<file path="config.mk">
export PLATFORM = sky130hd
export DESIGN_NAME = mmio_interval_timer
export DESIGN_NICKNAME = d
export VERILOG_FILES = /design/src/rtl/ivt_pkg.sv /design/src/rtl/ivt_decode.sv /design/src/rtl/ivt_channel.sv /design/src/rtl/ivt_readback.sv /design/src/rtl/mmio_interval_timer.sv
export SDC_FILE = /design/constraint.sdc
export NUM_CORES = 1
export LEC_CHECK = 0
export CAP_MARGIN = 20
export CORE_MARGIN = 1
export CORE_UTILIZATION = 57
export CTS_BUF_LIST = sky130_fd_sc_hd__clkbuf_2 sky130_fd_sc_hd__clkbuf_4 sky130_fd_sc_hd__clkbuf_8
export DETAILED_ROUTE_END_ITERATION = 10
export PLACE_DENSITY = 0.79
export SLEW_MARGIN = 10
export SYNTH_ARGS = -nofsm -noshare
export SYNTH_HDL_FRONTEND = slang
export SYNTH_SLANG_ARGS = --single-unit
</file>
<file path="constraint.sdc">
create_clock -name clk -period 2.1 [get_ports clk]
set_input_delay 0.21 -clock clk [delete_from_list [all_inputs] [get_ports clk]]
set_output_delay 0.21 -clock clk [all_outputs]
set_load 0.02 [all_outputs]
</file>
<file path="src/rtl/ivt_pkg.sv">
`timescale 1ns/1ps
package ivt_pkg;

    localparam int BUS_W = 32;
    localparam int OFS_BITS = 6;

    // Register offsets inside one channel window
    localparam logic [OFS_BITS-1:0] OFS_CLR    = 6'h00;
    localparam logic [OFS_BITS-1:0] OFS_START  = 6'h04;
    localparam logic [OFS_BITS-1:0] OFS_STOP   = 6'h08;
    localparam logic [OFS_BITS-1:0] OFS_MODE   = 6'h0C;
    localparam logic [OFS_BITS-1:0] OFS_STAT   = 6'h10;
    localparam logic [OFS_BITS-1:0] OFS_COUNT  = 6'h14;
    localparam logic [OFS_BITS-1:0] OFS_LIMIT  = 6'h18;
    localparam logic [OFS_BITS-1:0] OFS_IRQEN  = 6'h1C;
    localparam logic [OFS_BITS-1:0] OFS_IRQACK = 6'h20;

    localparam int ACK_BIT = 7;

    typedef enum logic [3:0] {
        CH_IDLE    = 4'd1,
        CH_RUNNING = 4'd2
    } ch_state_e;

    // Per-channel write strobes produced by the decoder
    typedef struct packed {
        logic clr;
        logic start;
        logic stop;
        logic mode_wr;
        logic limit_wr;
        logic irqen_wr;
        logic ack_wr;
    } ch_cmd_t;

    // Status byte, MSB first: pending, irq enable, single, running, state
    typedef struct packed {
        logic      pend;
        logic      irq_on;
        logic      single;
        logic      running;
        ch_state_e state;
    } ch_status_t;

    function automatic ch_state_e state_of(input logic running);
        return running ? CH_RUNNING : CH_IDLE;
    endfunction

endpackage

</file>
<file path="src/rtl/ivt_decode.sv">
`timescale 1ns/1ps
module ivt_decode
    import ivt_pkg::*;
#(
    parameter int NUM_CH    = 4,
    parameter int ADDR_W    = 9,
    parameter int WIN_BYTES = 64
) (
    input  logic                      wr_en,
    input  logic [ADDR_W-1:0]         addr,
    output ch_cmd_t [NUM_CH-1:0]      cmd,
    output logic                      creq_wr,
    output logic                      in_chan,
    output logic                      at_creq,
    output logic [ADDR_W-$clog2(WIN_BYTES)-1:0] win_idx,
    output logic [$clog2(WIN_BYTES)-1:0]        win_ofs
);
    localparam int OFS_W = $clog2(WIN_BYTES);
    localparam int IDX_W = ADDR_W - OFS_W;
    localparam logic [ADDR_W-1:0] CREQ_ADDR = ADDR_W'(NUM_CH * WIN_BYTES);

    assign win_idx = addr[ADDR_W-1:OFS_W];
    assign win_ofs = addr[OFS_W-1:0];
    assign in_chan = addr < CREQ_ADDR;
    assign at_creq = addr == CREQ_ADDR;
    assign creq_wr = wr_en && at_creq;

    for (genvar i = 0; i < NUM_CH; i++) begin : g_sel
        logic hit;
        assign hit = wr_en && in_chan && (win_idx == IDX_W'(i));
        assign cmd[i] = '{
            clr:      hit && (win_ofs == OFS_W'(OFS_CLR)),
            start:    hit && (win_ofs == OFS_W'(OFS_START)),
            stop:     hit && (win_ofs == OFS_W'(OFS_STOP)),
            mode_wr:  hit && (win_ofs == OFS_W'(OFS_MODE)),
            limit_wr: hit && (win_ofs == OFS_W'(OFS_LIMIT)),
            irqen_wr: hit && (win_ofs == OFS_W'(OFS_IRQEN)),
            ack_wr:   hit && (win_ofs == OFS_W'(OFS_IRQACK))
        };
    end

    always_comb begin
        assert ($countones(cmd) <= 1)
            else $error("assert_one_strobe_R12: several channel strobes at once");
    end

endmodule

</file>
<file path="src/rtl/ivt_channel.sv">
`timescale 1ns/1ps
module ivt_channel
    import ivt_pkg::*;
#(
    parameter int CNT_W = 32
) (
    input  logic              clk,
    input  logic              rst,
    input  ch_cmd_t           cmd,
    input  logic [BUS_W-1:0]  wdata,
    input  logic              tick,
    input  logic              clk_req,
    output logic [CNT_W-1:0]  count,
    output logic [CNT_W-1:0]  limit,
    output ch_status_t        status,
    output logic              irq
);
    logic running, single, irq_on, pend;
    logic advance, at_limit;
    logic unused_wdata;

    assign unused_wdata = ^wdata;
    assign advance  = tick && running && clk_req;
    assign at_limit = advance && (count == limit);

    always_ff @(posedge clk) begin
        if (rst) begin
            count   <= '0;
            limit   <= '1;
            single  <= 1'b0;
            irq_on  <= 1'b0;
            running <= 1'b0;
            pend    <= 1'b0;
        end else begin
            if (cmd.limit_wr) limit  <= wdata[CNT_W-1:0];
            if (cmd.mode_wr)  single <= wdata[0];
            if (cmd.irqen_wr) irq_on <= wdata[0];

            if (cmd.stop)                 running <= 1'b0;
            else if (cmd.start)           running <= 1'b1;
            else if (at_limit && single)  running <= 1'b0;

            if (cmd.clr)                  count <= '0;
            else if (at_limit) begin
                if (!single)              count <= '0;
            end else if (advance)         count <= count + 1'b1;

            if (cmd.clr)                  pend <= 1'b0;
            else if (at_limit)            pend <= 1'b1;
            else if (cmd.ack_wr && wdata[ACK_BIT]) pend <= 1'b0;
        end
    end

    assign status = '{
        pend:    pend,
        irq_on:  irq_on,
        single:  single,
        running: running,
        state:   state_of(running)
    };
    assign irq = pend && irq_on;

    // no advance and no clear means the count holds
    assert_hold_R4: assert property (@(posedge clk) disable iff (rst)
        (!advance && !cmd.clr) |=> $stable(count));

    // an advance short of the limit steps by one
    assert_step_R4: assert property (@(posedge clk) disable iff (rst)
        (advance && !at_limit && !cmd.clr) |=> (count == CNT_W'($past(count) + 1'b1)));

    // reaching the limit raises the pending flag
    assert_pend_R5: assert property (@(posedge clk) disable iff (rst)
        (at_limit && !cmd.clr) |=> status.pend);

    // single-expiry stops with the count parked
    assert_single_stop_R6: assert property (@(posedge clk) disable iff (rst)
        (at_limit && single && !cmd.clr && !cmd.start) |=>
        (!status.running && $stable(count)));

    // clear command empties count and pending
    assert_clear_R8: assert property (@(posedge clk) disable iff (rst)
        cmd.clr |=> (count == '0 && !status.pend));

    // acknowledge without a coincident event clears pending
    assert_ack_R10: assert property (@(posedge clk) disable iff (rst)
        (cmd.ack_wr && wdata[ACK_BIT] && !at_limit) |=> !irq);

endmodule

</file>
<file path="src/rtl/ivt_readback.sv">
`timescale 1ns/1ps
module ivt_readback
    import ivt_pkg::*;
#(
    parameter int NUM_CH = 4,
    parameter int CNT_W  = 32,
    parameter int IDX_W  = 3,
    parameter int OFS_W  = 6
) (
    input  logic [NUM_CH-1:0][CNT_W-1:0] count_all,
    input  logic [NUM_CH-1:0][CNT_W-1:0] limit_all,
    input  ch_status_t [NUM_CH-1:0]      stat_all,
    input  logic                         clk_req,
    input  logic                         in_chan,
    input  logic                         at_creq,
    input  logic [IDX_W-1:0]             win_idx,
    input  logic [OFS_W-1:0]             win_ofs,
    output logic [BUS_W-1:0]             rdata
);
    always_comb begin
        rdata = '0;
        if (at_creq) begin
            rdata[0] = clk_req;
        end else if (in_chan) begin
            for (int i = 0; i < NUM_CH; i++) begin
                if (win_idx == IDX_W'(i)) begin
                    if (win_ofs == OFS_W'(OFS_STAT))
                        rdata = BUS_W'(stat_all[i]);
                    else if (win_ofs == OFS_W'(OFS_COUNT))
                        rdata = BUS_W'(count_all[i]);
                    else if (win_ofs == OFS_W'(OFS_LIMIT))
                        rdata = BUS_W'(limit_all[i]);
                end
            end
        end
    end
endmodule

</file>
<file path="src/rtl/mmio_interval_timer.sv">
`timescale 1ns/1ps
module mmio_interval_timer
    import ivt_pkg::*;
#(
    parameter int NUM_CH    = 4,
    parameter int CNT_W     = 32,
    parameter int ADDR_W    = 9,
    parameter int WIN_BYTES = 64
) (
    input  logic              clk,
    input  logic              rst,
    input  logic              wr_en,
    input  logic [ADDR_W-1:0] addr,
    input  logic [BUS_W-1:0]  wdata,
    output logic [BUS_W-1:0]  rdata,
    input  logic [NUM_CH-1:0] tick_en,
    output logic [NUM_CH-1:0] irq
);
    localparam int OFS_W = $clog2(WIN_BYTES);
    localparam int IDX_W = ADDR_W - OFS_W;

    ch_cmd_t [NUM_CH-1:0]          cmd;
    logic                          creq_wr, in_chan, at_creq;
    logic [IDX_W-1:0]              win_idx;
    logic [OFS_W-1:0]              win_ofs;
    logic                          clk_req;
    logic [NUM_CH-1:0][CNT_W-1:0]  count_all, limit_all;
    ch_status_t [NUM_CH-1:0]       stat_all;

    ivt_decode #(.NUM_CH(NUM_CH), .ADDR_W(ADDR_W), .WIN_BYTES(WIN_BYTES)) u_decode (
        .wr_en(wr_en), .addr(addr), .cmd(cmd), .creq_wr(creq_wr),
        .in_chan(in_chan), .at_creq(at_creq), .win_idx(win_idx), .win_ofs(win_ofs)
    );

    always_ff @(posedge clk) begin
        if (rst)          clk_req <= 1'b0;
        else if (creq_wr) clk_req <= wdata[0];
    end

    for (genvar i = 0; i < NUM_CH; i++) begin : g_ch
        ivt_channel #(.CNT_W(CNT_W)) u_ch (
            .clk(clk), .rst(rst), .cmd(cmd[i]), .wdata(wdata),
            .tick(tick_en[i]), .clk_req(clk_req),
            .count(count_all[i]), .limit(limit_all[i]),
            .status(stat_all[i]), .irq(irq[i])
        );
    end

    ivt_readback #(.NUM_CH(NUM_CH), .CNT_W(CNT_W), .IDX_W(IDX_W), .OFS_W(OFS_W)) u_readback (
        .count_all(count_all), .limit_all(limit_all), .stat_all(stat_all),
        .clk_req(clk_req), .in_chan(in_chan), .at_creq(at_creq),
        .win_idx(win_idx), .win_ofs(win_ofs), .rdata(rdata)
    );

    // with clock request off no channel may change its count
    assert_gate_R4: assert property (@(posedge clk) disable iff (rst)
        (!clk_req && !creq_wr && wr_en == 1'b0) |=> $stable(count_all));

endmodule

</file>
==> summary by stage, run 1 <==
Clock network
The H-tree level count is 2. The largest buffer count on any clock path is 3. The number of sinks on the clock net is between 200 and 300.

The clock root buffer is clkbuf_8. The number of buffers created by CTS is 48. For this design, the CTS-stage hold fixing added 0 buffers.

Synth
The synthesized area per cell is about 7.9 µm². Summing the areas of all and, or, nand and nor instances in the mapped netlist gives 27.0% of the synthesized area. Yosys printed 0 warnings.

The number of synthesized register bits is ~270. The mux cell area share after synthesis is about 1.1%. Of the total synthesized cell area, the portion taken by XOR and XNOR cells is ~11%.

The total nets after synthesis is approximately 2100. After Yosys synthesis, full adders, half adders and majority gates account for less than 1% of the synthesized area. The part of the Yosys area used for sequential elements is 34.3%. The netlist area before placement is approximately 16000 µm². After synthesis, the largest family of logic cells by area is simple AND/OR/NAND/NOR gates. The netlist uses 75 different library cells.

Of all cell types, the one taking the most synthesized area is dfxtp_1. Of the post-synthesis cell area, the dominant cell type holds around a third. Among all flip-flop cells after synthesis, the most frequent one is dfxtp_1. Of all flip-flops after synthesis, the portion carrying an async set or reset was 0%. Summing the areas of all compound-gate instances in the mapped netlist gives approximately a fifth of the synthesized area. Sorting the synthesized cells by area gives the leading types as dfxtp_1 (34%), xor2_1 (5.8%), nand2_1 (5.4%). The number of enable flip-flop cells after synthesis is 0. The cell count after synthesis came out at approximately 2000.

Global route
The remaining global-route overflow is 63. The overall track demand over capacity in global routing is between 70% and 80%. Entering global routing, the biggest net connects between 70 and 80 pins.

Die
In this run the vertical extent of the chip is approximately 170 µm. The number of ports placed on the die boundary is 84. The die outline width is roughly 170 µm. The effective utilization at floorplan is approximately three fifths. The floorplan has 60 rows.

Timing
The category of the worst endpoint is a top-level output. In the global-route stage, repair_timing last flagged the worst endpoint as rdata[8].

Placed design
The count of buffers added on input and output ports is 83. Once detailed placement completed, the half-perimeter wirelength came to approximately 50000 µm. The pre-CTS setup slack is -1350 ps. The placed cell area is ~20000 µm².

The final weighted congestion of routability-driven global placement is 1.06.

Status
The stage where the flow stopped is 5_1_grt. The tool reported: "[ERROR GRT-0232] Routing congestion too high. Check the congestion heatmap in the GUI". The flow did not finish.
[Yosys cell counts, types with 3 or more instances]
cell / number
nor2b_1: 73
o22a_1: 26
a221oi_1: 7
nand2b_1: 6
and4_1: 8
nor4b_1: 12
xnor2_1: 97
a31o_2: 4
nand4_1: 52
mux2_2: 4
and2_1: 8
xor2_1: 106
and3_1: 19
or3_1: 45
nand3b_1: 65
nand2_1: 229
a221oi_2: 20
o221ai_1: 5
mux2i_1: 13
ha_1: 4
clkbuf_1: 118
o21ai_0: 117
nor4_1: 50
dfxtp_1: 273
or4_1: 6
o21ai_1: 25
o22ai_1: 85
buf_2: 32
nor3b_1: 7
a211o_1: 65
o211ai_1: 4
inv_1: 29
a21oi_1: 105
a22oi_1: 3
a311oi_1: 4
buf_1: 3
buf_6: 3
a21o_1: 6
nor3_1: 29
nor2_1: 144
a32oi_1: 3
buf_4: 6
nand3_1: 44
[per-layer routing]
metal,GRT overflow,GRT usage [%]
met1,2,76.7
met2,27,94.2
met3,1,61.4
met4,33,77.6
met5,0,19.7
[timing repair]
| item | in CTS |
|---|---|
| pin swaps | 118 |
| buffers inserted | 45 |
| setup endpoints to repair | 145 |
| resized for setup | 511 |
| cloned | 16 |
| endpoints found under the hold margin | 0 |
[cells by family after synthesis]
logic type / after synthesis
buffers and inverters: 192
DFF: 273
adders and majority gates: 4
muxes: 17
AOI/OAI and AO/OA: 498
xor gates and xnor gates: 203
and+or+nand+nor: 817
[through the flow]
step                      util [%]  cells
after floorplan                  -   2004
after global placement        75.7   2743
after detailed placement      75.7   2743
after CTS                     85.7   2885
==> run 2, diff against run 1 <==
--- a/config.mk
+++ b/config.mk
@@ -7,10 +7,9 @@
 export LEC_CHECK = 0
 export CAP_MARGIN = 20
 export CORE_MARGIN = 1
-export CORE_UTILIZATION = 57
-export CTS_BUF_LIST = sky130_fd_sc_hd__clkbuf_2 sky130_fd_sc_hd__clkbuf_4 sky130_fd_sc_hd__clkbuf_8
+export CORE_UTILIZATION = 40
 export DETAILED_ROUTE_END_ITERATION = 10
-export PLACE_DENSITY = 0.79
+export PLACE_DENSITY_LB_ADDON = 0.15
 export SLEW_MARGIN = 10
 export SYNTH_ARGS = -nofsm -noshare
 export SYNTH_HDL_FRONTEND = slang
==> constraint.sdc (replaced) <==
create_clock -name clk -period 2.7 [get_ports clk]
set_input_delay 0.27 -clock clk [delete_from_list [all_inputs] [get_ports clk]]
set_output_delay 0.27 -clock clk [all_outputs]
set_load 0.02 [all_outputs]
==> run 2 against run 1 <==
The run now ends clean. Area after synthesis is the same. Synthesized cell count unchanged.
==> summary by stage, run 2 <==
Status
Result of the run: finished clean (was did not finish).

Power
The combinational share of power is between 6 and 7%. The internal power summed over all cells is between 6 and 7 mW. In this run switching power makes up 24.1% of total power. Summed over all nets, the switching power comes to 2.21 mW. In this run, flip-flops and latches consume a little over two fifths of the power. For this design the ratio of total power to cell area is approximately 450 nW/µm².

For this design the static power due to leakage is 7.21 nW. The worst-case IR drop observed on VDD is 500 µV. The clock network accounts for 49.7% of the total power.

Die
The core region is ~39000 µm². The die outline width is 201 µm (was 169 µm). The die boundary height was 201 µm (was 169 µm). The effective utilization at floorplan came to 40.9% (was 58.6%). The number of ports placed on the die boundary was 84 (unchanged). The row count is 72 (was 60).

The area of the die is roughly 40000 µm².

Synth
The post-synthesis async set-or-reset flop share is 0% (unchanged). The fraction of synthesized cell area taken by the top area cell type is 34.3% (unchanged). The part of the Yosys area used for sequential elements came to 34.3% (unchanged). Most area-consuming cells after synthesis: dfxtp_1 (34%), xor2_1 (5.8%), nand2_1 (5.4%) (unchanged). The cell type with the highest aggregate area in the netlist is dfxtp_1 (unchanged).

The synthesized area per cell came to 7.94 µm² (unchanged). The number of enable flip-flop cells after synthesis is 0 (unchanged). The count of different cell masters after synthesis is 75 (unchanged).

The netlist area before placement is 15900 µm² (unchanged). The instance count of the mapped netlist is 2004 (unchanged). The count of yosys warnings during synthesis came to 0 (unchanged). The most numerous cell in the Yosys netlist is dfxtp_1 (unchanged). Commonest cells post-synth: dfxtp_1 (273), nand2_1 (229), nor2_1 (144) (unchanged). The flip-flop cell with the highest count after synthesis is dfxtp_1 (unchanged). The total nets after synthesis is 2056 (unchanged). The number of synthesized register bits was 273 (unchanged).

Routing
The mean number of vias per cell is roughly 6. In the routed design, unresolved DRC markers number 0. The number of design-rule violations left by the first detailed-router iteration is 1720. Once detail routing completed, the nets flagged for antenna violations numbered 0. The total vias in the final route is 16500. The post-detailed-route wirelength per cell is between 20 and 25 µm. The first-pass detailed-route iteration total is 8. The wire length after detailed routing is just under 70000 µm.

Global route
Entering global routing, the biggest net connects 83 pins. The overall track demand over capacity in global routing is between 30% and 40%. The via count of the first global-routing pass is approximately 15000.

The number of antenna violations at the first check in global routing is 0. The first-pass GRT wire length is just under 100000 µm. For this run the aggregate overflow at the end of global routing stands at 0.

Worst setup path
By startpoint and endpoint, the worst setup path is classified as in2out. The cell type of the slowest stage on the worst timing path is or4b_4. STA classifies the critical path startpoint as an input pin. Of all nets on the critical path, the largest fanout is 8. Data on the critical path is required at its endpoint by between 2000 and 2500 ps. The worst setup path is captured at an output port. The signal on the critical path passes through buf_2, or4b_4, buf_12, or2_4, o22a_1, a21oi_2, o21ai_1, a221oi_2, buf_2.

The arrival time at the worst endpoint is between 2000 and 2500 ps. The cell repeated most along the worst path is buf_2. The logic depth of the worst register-to-register path is 10. The delay of the slowest cell on the worst path is 560 ps.

Placed design
The number of port buffers is 83 (unchanged). The number of instances in the placed design is 2686 (was 2743). The detailed placer's ending HPWL came to 49900 µm (was 50200 µm). The final weighted congestion of routability-driven global placement is 0.973 (was 1.06). The pre-CTS setup slack came to -921 ps (was -1350 ps).

The placed cell area is 18800 µm² (was 20600 µm²).

Finish
The largest registers in the layout are g_ch.u_ch.count (128), g_ch.u_ch.limit (128). Cells fill a little over half of the core in the end. The finished cells cover between 20000 and 25000 µm². From synthesis to final layout, the design area changed by 28.9%. Leaving out fill and tap cells, the most frequent cell in the layout is dfxtp_1. In the layout the commonest cells are dfxtp_1 (271), buf_4 (236), nand2_1 (228).

The layout has roughly 3800 filler cells. For this run, the post-layout net count is between 2000 and 2500. Cells with a size suffix above 1 make up 21.1% of the layout.

The post-layout instance count excluding filler cells is 2763.

Timing
The worst-case clock skew is around 15 ps. The final total negative setup slack is 0 ps. Setup repair after global routing could not meet its margin everywhere. The number of endpoints with negative hold slack in the final report came to 0.

The worst path uses between 90% and 100% of the clock period. At the pin with the least slew margin, the transition time is between 800 and 900 ps. The highest attainable clock frequency is 371 MHz. The tightest slew margin relative to the limit is a little over two fifths. Across all setup checks in the final design, the least slack found is between 4 and 5 ps. The number of pins exceeding their max-slew limit in the final report is 0.

The final critical path time including I/O delays and setup is about 2700 ps. Setup violations remaining at the end of the flow were counted as 0.

Clock network
The number of buffers created by CTS is 31 (was 48). The clock reaches the later pin of the worst-skew pair after about 600 ps. The clock root buffer is clkbuf_16 (was clkbuf_8). The largest buffer count on any clock path came to 3 (unchanged). The number of sinks on the clock net is 273 (unchanged). TritonCTS built the clock tree.

The clock-pin slew reported for the worst setup and hold paths after clock tree synthesis is about 70 ps. The H-tree level count came to 1 (was 2).

Worst hold path
Along the worst hold path, the cell count comes to 2. The type of the tightest min-delay check is in2reg.

Job
The tool flagged a number of max-cap violations equal to 0.
## run 2: cell counts after synthesis
No cell type changed its count.
## run 2: critical path: cells and delay by family
| kind | cells | cell delay [ps] |
|---|---|---|
| compound gates | 4 | 790 |
| simple gates | 2 | 880 |
| buf+inv | 3 | 480 |
## run 2: layer usage
layer  vias to the layer above  share of wire (%)  track usage (%)  wire [µm]
li1                       7663                  -                -          -
met1                      7969                 44             45.0      29900
met2                       776                 43             49.4      29400
met3                       129                8.7             5.36       5860
met4                         0                3.7             11.4       2500
met5                         -                  0                0          0
## run 2: power groups by stage
| stage | Sequential (mW) | Clock [mW] | Combinational, mW |
|---|---|---|---|
| detailed placement | 4.12 | 0 | 0.551 |
| global route | 4.03 | 4.75 | 0.610 |
| global placement | 4.12 | 0 | 0.551 |
| finish | 4.03 | 4.56 | 0.588 |
| floorplan | 4.12 | 0 | 0.234 |
| CTS | 4.03 | 4.61 | 0.571 |
## run 2: through the flow
step | power, mW | hold slack (ps)
3_5_place_dp | 4.67 | 492
6_report | 9.18 | 226
3_3_place_gp | 4.67 | 482
4_1_cts | 9.22 | 201
2_1_floorplan | 4.36 | 388
5_1_grt | 9.39 | 264
## run 2: worst paths after layout
check / end / from / slack (ps)
min reg2reg: g_ch[0].u_ch.limit[9] / g_ch[0].u_ch.limit[9] / 500
min: g_ch[0].u_ch.irq_on / rst / 230
max reg2reg: g_ch[3].u_ch.count[12] / g_ch[3].u_ch.count[5] / 20
max: rdata[11] / addr[1] / 4
## run 2: area by class of cell
| type | instances | area (µm²) | area share [%] |
|---|---|---|---|
| diodes | 1 | 2.50 | 0.0122 |
| clock buffers | 42 | 867 | 4.23 |
| clock inverters | 15 | 204 | 0.994 |
| inverters | 29 | 109 | 0.530 |
| multi-input cells | 1544 | 10200 | 49.7 |
| flip-flops and latches | 273 | 5470 | 26.6 |
| well taps | 518 | 648 | 3.16 |
| repair buffers | 341 | 3020 | 14.7 |
## run 2: repair_timing
item	4_1_cts	5_1_grt
pin swaps	16	22
resized for setup	223	58
hold buffers	0	0
setup endpoints to repair	42	74
setup buffers	4	5
gates cloned	7	3
## run 2: logic make-up (layout without fill, tap and decap cells)
group / after synthesis / in the layout / synth area share, %
AOI/OAI and AO/OA: 498 / 498 / 21.0
xor gates and xnor gates: 203 / 203 / 11.2
adders and majority gates: 4 / 4 / 0.315
buffers and inverters: 192 / 427 / 5.07
DFF: 273 / 273 / 34.3
muxes: 17 / 19 / 1.10
other: 0 / 1 / 0
and+or+nand+nor: 817 / 820 / 27.0
Power figures use the tool's default switching activity.
==> run 3, diff against run 2 <==
--- a/config.mk
+++ b/config.mk
@@ -5,6 +5,7 @@
 export SDC_FILE = /design/constraint.sdc
 export NUM_CORES = 1
 export LEC_CHECK = 0
+export ABC_AREA = 1
 export CAP_MARGIN = 20
 export CORE_MARGIN = 1
 export CORE_UTILIZATION = 40
==> constraint.sdc (replaced) <==
create_clock -name clk -period 2.7 [get_ports clk]
set_input_delay 0.27 -clock clk [delete_from_list [all_inputs] [get_ports clk]]
set_output_delay 0.27 -clock clk [all_outputs]
set_load 0.1 [all_outputs]
==> run 3 against run 2 <==
Count of clock-buffer cells in the layout is 1 lower. Flip-flop and latch count unchanged. Sequential power hardly changed. Design area is 9.1% higher. Clock skew is 2.0 ps higher. Clock power down 2%. Routed wire length is 13% higher. Core utilization shrank 0.86 points. Largest power group unchanged. Die area up 10%. Critical endpoint is now rdata[25]. Setup slack improved by 34 ps. Area after synthesis grew 10%. First-iteration DRC count rose by 27%.
==> summary by stage, run 3 <==
Worst hold path
The end of the worst hold path is g_ch[2].u_ch.running (was g_ch[0].u_ch.irq_on). The number of stages on the worst hold path is 4 (was 2). The type of the tightest min-delay check was in2reg (unchanged). The hold path startpoint was addr[4] (was rst).

Finish
The synthesis-to-layout area growth is 27.6% (was 28.9%). The most common cell after layout, fill and taps aside was nand2_1 (was dfxtp_1). Largest registers: g_ch.u_ch.count (128), g_ch.u_ch.limit (128) (unchanged).

The count of antenna diodes in the layout is 0 (was 1). The number of nets in the final layout is 2871 (was 2272). The number of fill cells came to 4346 (was 3760).

The area occupied by registers is 5490 µm² (was 5470 µm²). The combined area of the multi-input logic cells was 11100 µm² (was 10200 µm²). Most frequent cells in the layout: nand2_1 (684), dfxtp_1 (258), nand3_1 (242) (was dfxtp_1 (271), buf_4 (236), nand2_1 (228)). The share of layout cells above drive strength 1 is 18.9% (was 21.1%).

Routing
The first-pass detailed-route iteration total was 8 (unchanged). The post-detailed-route wirelength per cell is 22.4 µm (was 24.5 µm). The total vias in the final route is 19600 (was 16500). The remaining antenna violation count came to 0 (unchanged). The number of design-rule violations left by the first detailed-router iteration is 2177 (was 1720). The wire length after detailed routing is 76600 µm (was 67700 µm). The number of design rule violations left after detail routing is 0 (unchanged). The mean number of vias per cell was 5.73 (was 5.99).

Die
The die outline width is 211 µm (was 201 µm). The area of the core is 43200 µm² (was 38900 µm²). The die boundary height was 211 µm (was 201 µm). The number of ports placed on the die boundary is 84 (unchanged). The row count is 76 (was 72). The area of the die came to 44700 µm² (was 40600 µm²).

The effective utilization at floorplan was 40.6% (was 40.9%).

Status
Result of the run: finished clean (unchanged).

Synth
The part of the Yosys area used for sequential elements came to 31.2% (was 34.3%). Commonest cells post-synth: nand2_1 (699), dfxtp_1 (273), nand3_1 (246) (was dfxtp_1 (273), nand2_1 (229), nor2_1 (144)). The post-synthesis async set-or-reset flop share is 0% (unchanged). The instance count of the mapped netlist is 2668 (was 2004). The count of yosys warnings during synthesis is 0 (unchanged). The flip-flop cell with the highest count after synthesis is dfxtp_1 (unchanged). The cell type with the highest aggregate area in the netlist is dfxtp_1 (unchanged). The number of synthesized register bits is 273 (unchanged).

The netlist area before placement came to 17500 µm² (was 15900 µm²). The count of different cell masters after synthesis is 46 (was 75). The synthesized area per cell is 6.57 µm² (was 7.94 µm²).

The total nets after synthesis is 2720 (was 2056). The number of enable flip-flop cells after synthesis came to 0 (unchanged). The most numerous cell in the Yosys netlist is nand2_1 (was dfxtp_1).

The fraction of synthesized cell area taken by the top area cell type is 31.2% (was 34.3%). Most area-consuming cells after synthesis: dfxtp_1 (31%), nand2_1 (15%), nand3_1 (7.0%) (was dfxtp_1 (34%), xor2_1 (5.8%), nand2_1 (5.4%)).

Worst setup path
The class of the most critical setup path is in2out (unchanged). The launch instance of the worst register-to-register path is g_ch[3].u_ch.count[4] (was g_ch[3].u_ch.count[5]). The arrival time at the worst endpoint came to 2390 ps (was 2430 ps). The internal reg-to-reg setup slack is 100 ps (was 20 ps). The sort of element at the end of the critical path is an output port (unchanged).

The data required time at the worst endpoint is 2430 ps (about the same). The maximum fanout along the worst path is 6 (was 8). The type of origin of the critical path was an input pin (unchanged). The endpoint of the worst register-to-register path is g_ch[3].u_ch.count[6] (was g_ch[3].u_ch.count[12]). The logic depth of the worst register-to-register path is 12 (was 10).

Clock network
The clock root buffer is clkbuf_16 (unchanged). The H-tree level count came to 1 (unchanged). The clock-pin slew reported for the worst setup and hold paths after clock tree synthesis is 60 ps (was 70 ps). The CTS tree is yes (unchanged).

The largest buffer count on any clock path is 3 (unchanged). The number of sinks on the clock net is 273 (unchanged). The number of buffers created by CTS was 31 (unchanged). The number of buffers added to fix hold violations after cts was 0 (unchanged).

The insertion delay to the later sink of the worst-skew pair is 590 ps (was 600 ps).

Placed design
The number of port buffers is 83 (unchanged). The pre-CTS setup slack is -355 ps (was -921 ps). The final weighted congestion of routability-driven global placement is 0.989 (was 0.973). The detailed placer's ending HPWL is 57800 µm (was 49900 µm).

Power
The total power was 9.09 mW (was 9.18 mW). The total power divided by cell area is 406 nW/µm² (was 447 nW/µm²). The peak ir drop on the vdd network is 407 µV (was 500 µV).

The static leakage power is 8.66 nW (was 7.21 nW).

Global route
The remaining global-route overflow is 0 (unchanged). The first-pass GRT wire length was 115000 µm (was 98600 µm). The maximum number of pins on one net before global-route repair is 97 (was 83). The number of antenna violations at the first check in global routing is 0 (unchanged). The via count of the first global-routing pass came to 18800 (was 15300). The overall track demand over capacity in global routing is 33.9% (was 32.1%).

Timing
The number of endpoints with negative hold slack in the final report is 0 (unchanged). The final critical path time including I/O delays and setup was 2660 ps (was 2700 ps). The number of pins exceeding their max-slew limit in the final report was 0 (unchanged).

The final critical-path share of the clock period is 98.6% (was 99.8%). The tightest slew margin relative to the limit is 53.6% (was 42.6%). The count of endpoints failing setup in the final report is 0 (unchanged).

Setup repair after global routing missed its margin: true (unchanged). The worst-case clock skew is 16.9 ps (was 15.0 ps). The smallest setup slack after layout came to 37.7 ps (was 4.20 ps). The highest attainable clock frequency is 376 MHz (was 371 MHz). The pin slew with the least headroom to its limit came to 694 ps (was 858 ps).

Job
The number of max-cap violations came to 0 (unchanged).
==> run 3: cell count changes after synthesis, moves of 65 or more <==
cell | before | now
inv_1 | 29 | 155
nand3_1 | 44 | 246
a21oi_1 | 105 | 201
o21ai_0 | 117 | 35
a211o_1 | 65 | 0
nor2b_1 | 73 | 0
nand2_1 | 229 | 699
==> run 3: where the power goes <==
part / internal [mW] / switching, mW
logic: 0.193 / 0.405
registers: 4.03 / 0.00296
clock network: 2.63 / 1.83
total: 6.85 / 2.24
==> run 3: critical path, cell delays in order <==
cell,delay [ps]
clkdlybuf4s15_1,210
nor2_4,140
buf_12,130
nand2_8,80
buf_12,150
buf_12,130
buf_12,120
buf_4,140
o22ai_1,210
nand2_1,100
o21ai_0,110
a22oi_1,100
nor2_1,210
a21oi_4,60
buf_12,190
==> run 3: metrics by stage <==
stage	util (%)	cell area (µm²)	hold slack [ps]	TNS [ps]	instances
4_1_cts	51.1	22000	178	-0.328	3409
5_1_grt	51.9	22400	98.3	-38.1	3425
6_report	51.9	22400	59.7	0	3425
3_5_place_dp	47.9	20700	481	-7730	3346
2_1_floorplan	-	17800	396	-200	2668
3_3_place_gp	47.9	20700	480	-6460	3346
==> run 3: worst max path at each step <==
stage / slack [ps] / start / end / cells past startpoint
6_report: 40 / addr[5] / rdata[25] / 15
5_1_grt: -30 / addr[5] / rdata[5] / 19
4_1_cts: -0.3 / addr[7] / rdata[24] / 11
3_5_place_dp: -350 / addr[4] / rdata[7] / 20
3_3_place_gp: -280 / addr[3] / rdata[6] / 18
2_1_floorplan: -110 / addr[0] / rdata[2] / 11
==> run 3: cell families after synthesis <==
group | Yosys count | share of synthesized area [%]
buffers and inverters | 396 | 9.00
XOR/XNOR | 208 | 10.4
AND/OR/NAND/NOR | 1343 | 33.9
AO/OA/AOI/OAI | 444 | 15.3
adder cells (fa/ha/maj) | 4 | 0.285
flip-flops | 273 | 31.2
==> run 3: what timing repair did <==
action,in CTS,in global routing
buffers inserted,9,15
endpoints found under the setup margin,32,79
pin swaps,17,29
resized for setup,68,79
gates cloned,1,1
==> run 3: layout make-up <==
cell class / instances / share of cell area, %
Timing Repair Buffer: 320 / 14.5
Clock buffer: 41 / 3.90
Sequential cell: 273 / 24.5
Multi-Input combinational cell: 1999 / 49.7
Inverter: 194 / 3.37
Clock inverter: 13 / 0.760
Tap cell: 585 / 3.27
==> run 3: metal layers <==
| metal | up-vias | GRT usage (%) | part of all wire [%] |
|---|---|---|---|
| li1 | 9251 | - | - |
| met1 | 9337 | 44.8 | 42 |
| met2 | 852 | 53.8 | 45 |
| met3 | 173 | 4.39 | 7.5 |
| met4 | 0 | 17.4 | 5.6 |
| met5 | - | 0 | 0 |
==> run 4, diff against run 3 <==
--- a/config.mk
+++ b/config.mk
@@ -11,6 +11,7 @@
 export CORE_UTILIZATION = 40
 export DETAILED_ROUTE_END_ITERATION = 10
 export PLACE_DENSITY_LB_ADDON = 0.15
+export RECOVER_POWER = 50
 export SLEW_MARGIN = 10
 export SYNTH_ARGS = -nofsm -noshare
 export SYNTH_HDL_FRONTEND = slang
==> run 4 against run 3 <==
Total power hardly changed. Clock power hardly changed. Largest cell class unchanged. Sequential power hardly changed. Via count hardly changed. Setup slack worse by 2.2 ps. First-iteration DRC count is 7.6% lower. Die area stayed put. The run now ends with max-capacitance violations, max-slew violations left. Fmax hardly changed. Core utilization is 0.26 points lower. Global-route usage stayed put. Combinational power is 1% lower. Flip-flop and latch count stayed put.
==> summary by stage, run 4 (synthesis results as in run 3) <==
Status
Result of the run: complete, but fails checks (was finished clean). The checks that failed: max-capacitance violations, max-slew violations.

Timing
The number of pins exceeding their max-slew limit in the final report is 31 (was 0). The worst-case clock skew is 19.4 ps (was 16.9 ps). The final critical-path share of the clock period is 98.7% (was 98.6%). The highest attainable clock frequency is 375 MHz (was 376 MHz). The number of endpoints with negative hold slack in the final report is 0 (unchanged). The tightest slew margin relative to the limit is -1.72% (was 53.6%). The final total negative setup slack is 0 ps (unchanged).

The count of endpoints failing setup in the final report is 0 (unchanged). The pin slew with the least headroom to its limit is 1530 ps (was 694 ps). Setup repair after global routing missed its margin: true (unchanged). The final critical path time including I/O delays and setup is 2660 ps (about the same).

Worst setup path
The arrival time at the worst endpoint was 2390 ps (about the same). The class of the most critical setup path is in2out (unchanged). The sort of element at the end of the critical path is an output port (unchanged). The logic depth of the worst register-to-register path is 11 (was 12). The type of origin of the critical path is an input pin (unchanged). The data required time at the worst endpoint is 2430 ps (about the same).

The maximum fanout along the worst path came to 6 (unchanged).

Placed design
The number of port buffers is 83 (unchanged). The detailed placer's ending HPWL is 57800 µm (unchanged). The final weighted congestion of routability-driven global placement is 0.989 (unchanged). The placed cell area is 20700 µm² (unchanged).

Routing
The wire length after detailed routing came to 76700 µm (was 76600 µm). The mean number of vias per cell is 5.72 (was 5.73). The wire length on met2 is 34200 µm (about the same). The number of design-rule violations left by the first detailed-router iteration is 2012 (was 2177). The post-detailed-route wirelength per cell is 22.4 µm (about the same). The total vias in the final route is 19600 (about the same). The first-pass detailed-route iteration total came to 8 (unchanged). The topmost layer with routed signal wires was met4 (unchanged). The wire length on met1 was 32400 µm (was 32300 µm). The number of design rule violations left after detail routing is 0 (unchanged). The remaining antenna violation count is 0 (unchanged).

The total met3 wirelength after detailed routing is 5740 µm (was 5730 µm).

Clock network
The largest buffer count on any clock path is 3 (unchanged). The number of sinks on the clock net came to 273 (unchanged). The CTS tree is yes (unchanged).

The insertion delay to the later sink of the worst-skew pair is 590 ps (about the same). The clock root buffer is clkbuf_16 (unchanged). The clock-pin slew reported for the worst setup and hold paths after clock tree synthesis was 60 ps (about the same).

The H-tree level count is 1 (unchanged). The number of buffers created by CTS is 31 (unchanged). The number of buffers added to fix hold violations after cts is 0 (unchanged).

Power
The internal power summed over all cells is 6.84 mW (was 6.85 mW). The total power divided by cell area is 408 nW/µm² (was 406 nW/µm²). The peak ir drop on the vdd network was 407 µV (about the same). The net switching power of the design is 2.24 mW (about the same).

The power share of the clock group was 49.2% (was 49.1%). The static leakage power is 8.56 nW (was 8.66 nW). The combinational share of power is 6.5% (was 6.6%). The sequential group share of total power is 44.3% (about the same). The switching power share of the total is 24.7% (was 24.6%).

Job
The number of max-cap violations came to 1 (was 0).

Global route
The first-pass GRT wire length came to 115000 µm (unchanged). The overall track demand over capacity in global routing is 33.9% (unchanged). The via count of the first global-routing pass is 18800 (unchanged). The number of antenna violations at the first check in global routing is 0 (unchanged). The remaining global-route overflow was 0 (unchanged). The maximum number of pins on one net before global-route repair was 97 (unchanged).

Die
The area of the die is 44700 µm² (unchanged). The number of ports placed on the die boundary was 84 (unchanged). The effective utilization at floorplan is 40.6% (unchanged). The die outline width came to 211 µm (unchanged). The row count is 76 (unchanged).

The die boundary height is 211 µm (unchanged). The area of the core was 43200 µm² (unchanged).

Finish
The core utilization of the finished layout is 51.6% (was 51.9%). The share of layout cells above drive strength 1 is 17.8% (was 18.9%). The most common cell after layout, fill and taps aside was nand2_1 (unchanged). The number of nets in the final layout is 2871 (unchanged).

The area occupied by registers is 5490 µm² (unchanged). The synthesis-to-layout area growth was 27.0% (was 27.6%). The final cell area excluding filler cells is 22300 µm² (was 22400 µm²). The combined area of the multi-input logic cells is 11100 µm² (about the same). Largest registers: g_ch.u_ch.count (128), g_ch.u_ch.limit (128) (unchanged). The number of fill cells is 4381 (was 4346). Most frequent cells in the layout: nand2_1 (684), dfxtp_1 (258), nand3_1 (242) (unchanged).

Worst hold path
The type of the tightest min-delay check is in2reg (unchanged). The number of stages on the worst hold path came to 4 (unchanged).
==> run 4: layout make-up <==
type / count / share of cell area (%)
diodes: 2 / 0.0225
clock buffers: 41 / 3.92
flip-flops and latches: 273 / 24.7
repair buffers: 320 / 14.1
inverters: 194 / 3.39
clock inverters: 13 / 0.764
multi-input cells: 1999 / 49.9
well taps: 585 / 3.29
==> run 4: timing repair <==
| item | 4_1_cts | 5_1_grt |
|---|---|---|
| buffers inserted | 9 | 15 |
| gates cloned | 1 | 1 |
| pin swaps | 17 | 29 |
| endpoints found under the hold margin | 0 | 0 |
| resized for setup | 68 | 79 |
| setup endpoints to repair | 32 | 79 |
==> run 4: critical path: stages <==
cell and delay (ps):
clkdlybuf4s15_1 210, nor2_4 140, buf_12 140, nand2_8 80, buf_12 150, buf_12 130, buf_12 120, buf_4 140
o22ai_1 210, nand2_1 110, o21ai_0 110, a22oi_1 100, nor2_1 210, a21oi_4 60, buf_12 190
==> run 4: worst paths after layout <==
| path | endpoint | slack (ps) | from |
|---|---|---|---|
| max | rdata[25] | 40 | addr[5] |
| min | g_ch[2].u_ch.running | 60 | addr[4] |
| min reg2reg | g_ch[0].u_ch.count[0] | 470 | g_ch[0].u_ch.count[0] |
| max reg2reg | g_ch[3].u_ch.count[6] | 130 | g_ch[3].u_ch.count[2] |
==> run 4: stage by stage <==
step / instances / total power [mW] / hold WS (ps) / worst slack, ps
floorplan: 2668 / 4.34 / 396 / -113
global placement: 3346 / 4.67 / 480 / -277
detailed placement: 3346 / 4.68 / 481 / -355
CTS: 3409 / 9.10 / 178 / -0.328
global route: 3425 / 9.31 / 98.3 / -25.1
finish: 3427 / 9.09 / 59.8 / 35.6
==> run 4: metal layers <==
layer  vias up  GRT usage [%]
met5         -              0
met1      9280           44.8
li1       9258              -
met3       194           4.39
met2       876           53.8
met4         0           17.4
==> run 4: power groups by stage <==
stage / clock network, mW / logic (mW) / registers [mW]
after floorplan: 0 / 0.222 / 4.12
after global placement: 0 / 0.552 / 4.12
after detailed placement: 0 / 0.553 / 4.12
after CTS: 4.50 / 0.571 / 4.03
after global routing: 4.68 / 0.603 / 4.03
final: 4.47 / 0.591 / 4.03
